===== src/rtl/lerp_clamp_pkg.sv =====
package lerp_clamp_pkg;

    // Outcome of the window check on lane 0
    typedef enum logic [1:0] {
        CLAMP_PASS  = 2'd0,
        CLAMP_FLOOR = 2'd1,
        CLAMP_CEIL  = 2'd2
    } clamp_sel_e;

    localparam int DEF_DATA_W = 32;
    localparam int DEF_FRAC_W = 8;

endpackage


===== src/rtl/lcu_base_bank.sv =====
module lcu_base_bank #(
    parameter int DATA_W = 32
) (
    input  logic              clk,
    input  logic              rst_n,
    input  logic              wr_base0,
    input  logic              wr_base1,
    input  logic              wr_pair,
    input  logic [DATA_W-1:0] wdata,
    input  logic              sgn0,
    input  logic              sgn1,
    output logic [DATA_W-1:0] base0,
    output logic [DATA_W-1:0] base1
);
    localparam int HALF_W = DATA_W / 2;

    typedef struct packed {
        logic [DATA_W-1:0] b0;
        logic [DATA_W-1:0] b1;
    } bank_t;

    bank_t bank_d, bank_q;

    function automatic logic [DATA_W-1:0] widen_half(
        input logic [HALF_W-1:0] h,
        input logic              sgn
    );
        widen_half = {{(DATA_W-HALF_W){sgn & h[HALF_W-1]}}, h};
    endfunction

    always_comb begin
        bank_d = bank_q;
        if (wr_pair) begin
            bank_d.b0 = widen_half(wdata[HALF_W-1:0], sgn0);
            bank_d.b1 = widen_half(wdata[2*HALF_W-1:HALF_W], sgn1);
        end else begin
            if (wr_base0) bank_d.b0 = wdata;
            if (wr_base1) bank_d.b1 = wdata;
        end
    end

    always_ff @(posedge clk or negedge rst_n) begin
        if (!rst_n) bank_q <= '0;
        else        bank_q <= bank_d;
    end

    assign base0 = bank_q.b0;
    assign base1 = bank_q.b1;
endmodule


===== src/rtl/lcu_blend.sv =====
module lcu_blend #(
    parameter int DATA_W = 32,
    parameter int FRAC_W = 8
) (
    input  logic [DATA_W-1:0] lo_val,
    input  logic [DATA_W-1:0] hi_val,
    input  logic [FRAC_W-1:0] frac,
    input  logic              sgn,
    output logic [DATA_W-1:0] mix
);
    localparam int EXT_W  = DATA_W + 1;
    localparam int PROD_W = EXT_W + FRAC_W + 1;

    logic signed [EXT_W-1:0]  lo_ext, hi_ext, span;
    logic signed [PROD_W-1:0] span_w, frac_w, prod, step;

    always_comb begin
        lo_ext = {sgn & lo_val[DATA_W-1], lo_val};
        hi_ext = {sgn & hi_val[DATA_W-1], hi_val};
        span   = hi_ext - lo_ext;
        span_w = PROD_W'(span);
        frac_w = $signed({{(PROD_W-FRAC_W){1'b0}}, frac});
        prod   = span_w * frac_w;
        step   = prod >>> FRAC_W;
        mix    = lo_val + step[DATA_W-1:0];
    end
endmodule


===== src/rtl/lcu_clamp.sv =====
module lcu_clamp
    import lerp_clamp_pkg::*;
#(
    parameter int DATA_W = 32
) (
    input  logic [DATA_W-1:0] value,
    input  logic [DATA_W-1:0] floor_val,
    input  logic [DATA_W-1:0] ceil_val,
    input  logic              sgn,
    output clamp_sel_e        sel,
    output logic [DATA_W-1:0] limited
);
    logic signed [DATA_W:0] v_e, f_e, c_e;

    always_comb begin
        v_e = {sgn & value[DATA_W-1], value};
        f_e = {sgn & floor_val[DATA_W-1], floor_val};
        c_e = {sgn & ceil_val[DATA_W-1], ceil_val};
        if (v_e < f_e)      sel = CLAMP_FLOOR;
        else if (v_e > c_e) sel = CLAMP_CEIL;
        else                sel = CLAMP_PASS;
        case (sel)
            CLAMP_FLOOR: limited = floor_val;
            CLAMP_CEIL:  limited = ceil_val;
            default:     limited = value;
        endcase
    end
endmodule


===== src/rtl/lerp_clamp_unit.sv =====
module lerp_clamp_unit
    import lerp_clamp_pkg::*;
#(
    parameter int DATA_W = DEF_DATA_W,
    parameter int FRAC_W = DEF_FRAC_W
) (
    input  logic              clk,
    input  logic              rst_n,
    input  logic              wr_base0,
    input  logic              wr_base1,
    input  logic              wr_pair,
    input  logic [DATA_W-1:0] wdata,
    input  logic              sgn0,
    input  logic              sgn1,
    input  logic              blend_en,
    input  logic              clamp_en,
    input  logic [DATA_W-1:0] lane0_sm,
    input  logic [DATA_W-1:0] lane1_sm,
    input  logic [DATA_W-1:0] lane0_sum,
    input  logic [DATA_W-1:0] lane1_sum,
    output logic [DATA_W-1:0] res0,
    output logic [DATA_W-1:0] res1,
    output logic [DATA_W-1:0] base0,
    output logic [DATA_W-1:0] base1
);
    typedef struct packed {
        logic [DATA_W-1:0] r0;
        logic [DATA_W-1:0] r1;
    } out_t;

    out_t out_d, out_q;

    logic [DATA_W-1:0] mix_val, lim_val;
    clamp_sel_e        lim_sel;

    lcu_base_bank #(.DATA_W(DATA_W)) u_bank (
        .clk      (clk),
        .rst_n    (rst_n),
        .wr_base0 (wr_base0),
        .wr_base1 (wr_base1),
        .wr_pair  (wr_pair),
        .wdata    (wdata),
        .sgn0     (sgn0),
        .sgn1     (sgn1),
        .base0    (base0),
        .base1    (base1)
    );

    lcu_blend #(.DATA_W(DATA_W), .FRAC_W(FRAC_W)) u_blend (
        .lo_val (base0),
        .hi_val (base1),
        .frac   (lane1_sm[FRAC_W-1:0]),
        .sgn    (sgn1),
        .mix    (mix_val)
    );

    lcu_clamp #(.DATA_W(DATA_W)) u_clamp (
        .value     (lane0_sm),
        .floor_val (base0),
        .ceil_val  (base1),
        .sgn       (sgn0),
        .sel       (lim_sel),
        .limited   (lim_val)
    );

    always_comb begin
        out_d    = out_q;
        out_d.r0 = clamp_en ? lim_val : lane0_sum;
        out_d.r1 = blend_en ? mix_val : lane1_sum;
    end

    always_ff @(posedge clk or negedge rst_n) begin
        if (!rst_n) out_q <= '0;
        else        out_q <= out_d;
    end

    assign res0 = out_q.r0;
    assign res1 = out_q.r1;
endmodule


===== config.mk =====
export PLATFORM = sky130hd
export DESIGN_NAME = lerp_clamp_unit
export DESIGN_NICKNAME = d
export VERILOG_FILES = /design/src/rtl/lerp_clamp_pkg.sv /design/src/rtl/lcu_base_bank.sv /design/src/rtl/lcu_blend.sv /design/src/rtl/lcu_clamp.sv /design/src/rtl/lerp_clamp_unit.sv
export SDC_FILE = /design/constraint.sdc
export NUM_CORES = 1
export LEC_CHECK = 0
export ABC_CLOCK_PERIOD_IN_PS = 27600
export BUFFER_PORTS_ARGS = -buffer_cell sky130_fd_sc_hd__buf_2
export CORE_MARGIN = 2
export CORE_UTILIZATION = 45
export CTS_CLUSTER_SIZE = 28
export DETAILED_ROUTE_END_ITERATION = 7
export PLACE_DENSITY = 0.75
export RECOVER_POWER = 50
export SLEW_MARGIN = 20
export SYNTH_ARGS = -nofsm -noshare
export SYNTH_HDL_FRONTEND = slang
export SYNTH_HIERARCHICAL = 1
export SYNTH_SLANG_ARGS = --single-unit
export TNS_END_PERCENT = 5

===== constraint.sdc =====
create_clock -name clk -period 27.6 [get_ports clk]
set_input_delay 0 -clock clk [delete_from_list [all_inputs] [get_ports clk]]
set_output_delay 0 -clock clk [all_outputs]
set_load 0.02 [all_outputs]

==> flow_summary.toml <==
[sta]
fin_skew_ns = 0.0100
finalHoldViolCount = 0
rsz0062_at_grt = "false"
finalSetupViolCount = 0
layout_min_cycle_time_ns = 10.50
finalCritPeriodShare = 0.380
timing.setup.tns_ns = 0
max_slew.worst_pin.slew_ns = 3.73
finalMaxSlewViolations = 100
fmax_ghz = 0.0953
slew_headroom = -1.49

[global_route]
top_usage_layer = "met2"
gr-total-overflow = 0
grt_usage = 0.252
grt_first_pass_wirelength_um = 95700
grt_max_degree = 67
grtUsageMet1 = 0.326
met3_usage = 0.0405
antenna_found_initial = 0
use_met2 = 0.426
grt_pass1_vias = 18300

[placement]
io_buffers = 272
gp_congestion = 0.931
dp_hpwl_um = 46000

[floorplanning]
coreArea_um2 = 45400
num_io_pins = 297
dieArea_um2 = 47700
start_util = 0.456
row_count = 78
die_h_um = 218
die_w_um = 218

[layout]
final_cell_mix = "inv_1, ha_1, fa_1"
drive_gt1_frac = 0.144
final_common_cell = "inv_1"
area_delta_synth_final_pct = 15.1
nets = 3120

[drt]
detail_route.wl_per_cell_um = 19.0
drt_iter0_drc = 1528
dr.pass1.iters = 6
ant_nets = 0
avgViaCountPerCell = 5.67
drc = 0
wl_um = 60000
vias = 17900

[cts]
cts.clk_slew.worst_paths_ns = 0.06
clkLatencyLatePin_ns = 0.43
cts_max_level = 4
cts_root_buf = "clkbuf_16"
cts_inserted_buffers = 17
cts_sinks = 128
cts_tree = "yes"
clockBufferDepth = 2

[worst_setup_path]
cp_slowest_cell = "dfrtp_1"
cp_common_cell = "fa_1"
critPathLaunchType = "flop"
crit_type = "reg2reg"
endpoint_kind = "flop"
required_ns = 27.92
critPathMaxStageDelay_ns = 0.58
crit_fanout = 8
arrival_ns = 10.82

[yosys]
syn_nets = 2809
syn_area_um2 = 20700
avgSynthCellArea_um2 = 9.24
synth_cells = 2238
synth_warnings = 6

[run_status]
violations = "max-capacitance violations, max-slew violations"
status = "finished with violations"

[flow_run]
max-cap-violations = 2

[worst_hold_path]
min_path_type = "in2reg"
## final timing paths
path                       depth (start not counted)                to            start  slack (ns)
min in group asynchronous                          2           res0[4]            rst_n        1.41
max in group asynchronous                          3   u_bank/base1[1]            rst_n       23.87
setup / recovery                                  38          res1[30]  u_bank/base0[0]       17.10
hold / removal                                     3  u_bank/base1[26]             sgn1        0.06
hold reg to reg                                    2   u_bank/base1[2]  u_bank/base1[2]        0.68
setup reg to reg                                  38          res1[30]  u_bank/base0[0]       17.10
## routing by layer
layer	up-vias	wire, µm
met4	0	1760
met2	833	29200
li1	8113	-
met1	8840	24400
met5	-	0
met3	133	4630
## timing repair
action | in CTS | in global routing
hold buffers | 99 | 0
resized for setup | 0 | 0
hold endpoints to repair | 193 | 0
buffers inserted | 0 | 0
## metrics by stage
| stage | hold WS (ns) | util | cell area (µm²) | cells | setup WS (ns) |
|---|---|---|---|---|---|
| floorplan | -0.296 | - | 20700 | 2238 | 18.68 |
| global placement | 0.0245 | 0.491 | 22300 | 3031 | 17.60 |
| detailed placement | 0.0461 | 0.491 | 22300 | 3031 | 17.24 |
| CTS | 0.0225 | 0.528 | 24000 | 3162 | 17.22 |
| global route | 0.0384 | 0.524 | 23800 | 3162 | 16.51 |
| finish | 0.0555 | 0.524 | 23800 | 3163 | 17.10 |
## area by class of cell
class / instances / area (µm²)
clock buffers: 20 / 457
multi-input cells: 1655 / 15500
flip-flops and latches: 128 / 3200
clock inverters: 12 / 230
inverters: 368 / 1380
repair buffers: 379 / 2290
well taps: 600 / 751
fillers: 4006 / 21600
diodes: 1 / 2.50
## flip-flops by register name, indices dropped and copies added, names as in the netlist
| signal | flops |
|---|---|
| u_bank/base1 | 32 |
| res1 | 32 |
| u_bank/base0 | 32 |
| res0 | 32 |
## critical path, delay by kind of cell (launching register included)
kind                       cells  cell delay (ns)
DFF                            1             0.58
xor gates and xnor gates       2             0.25
and+or+nand+nor               10             2.06
buffers and inverters          3             0.14
adders and majority gates      8             3.55
muxes                          1             0.27
AOI/OAI and AO/OA             14             3.53
Power is left out: the tool's default activity adds up to more than one toggle a clock period on the data nets, which glitch-free logic cannot reach.
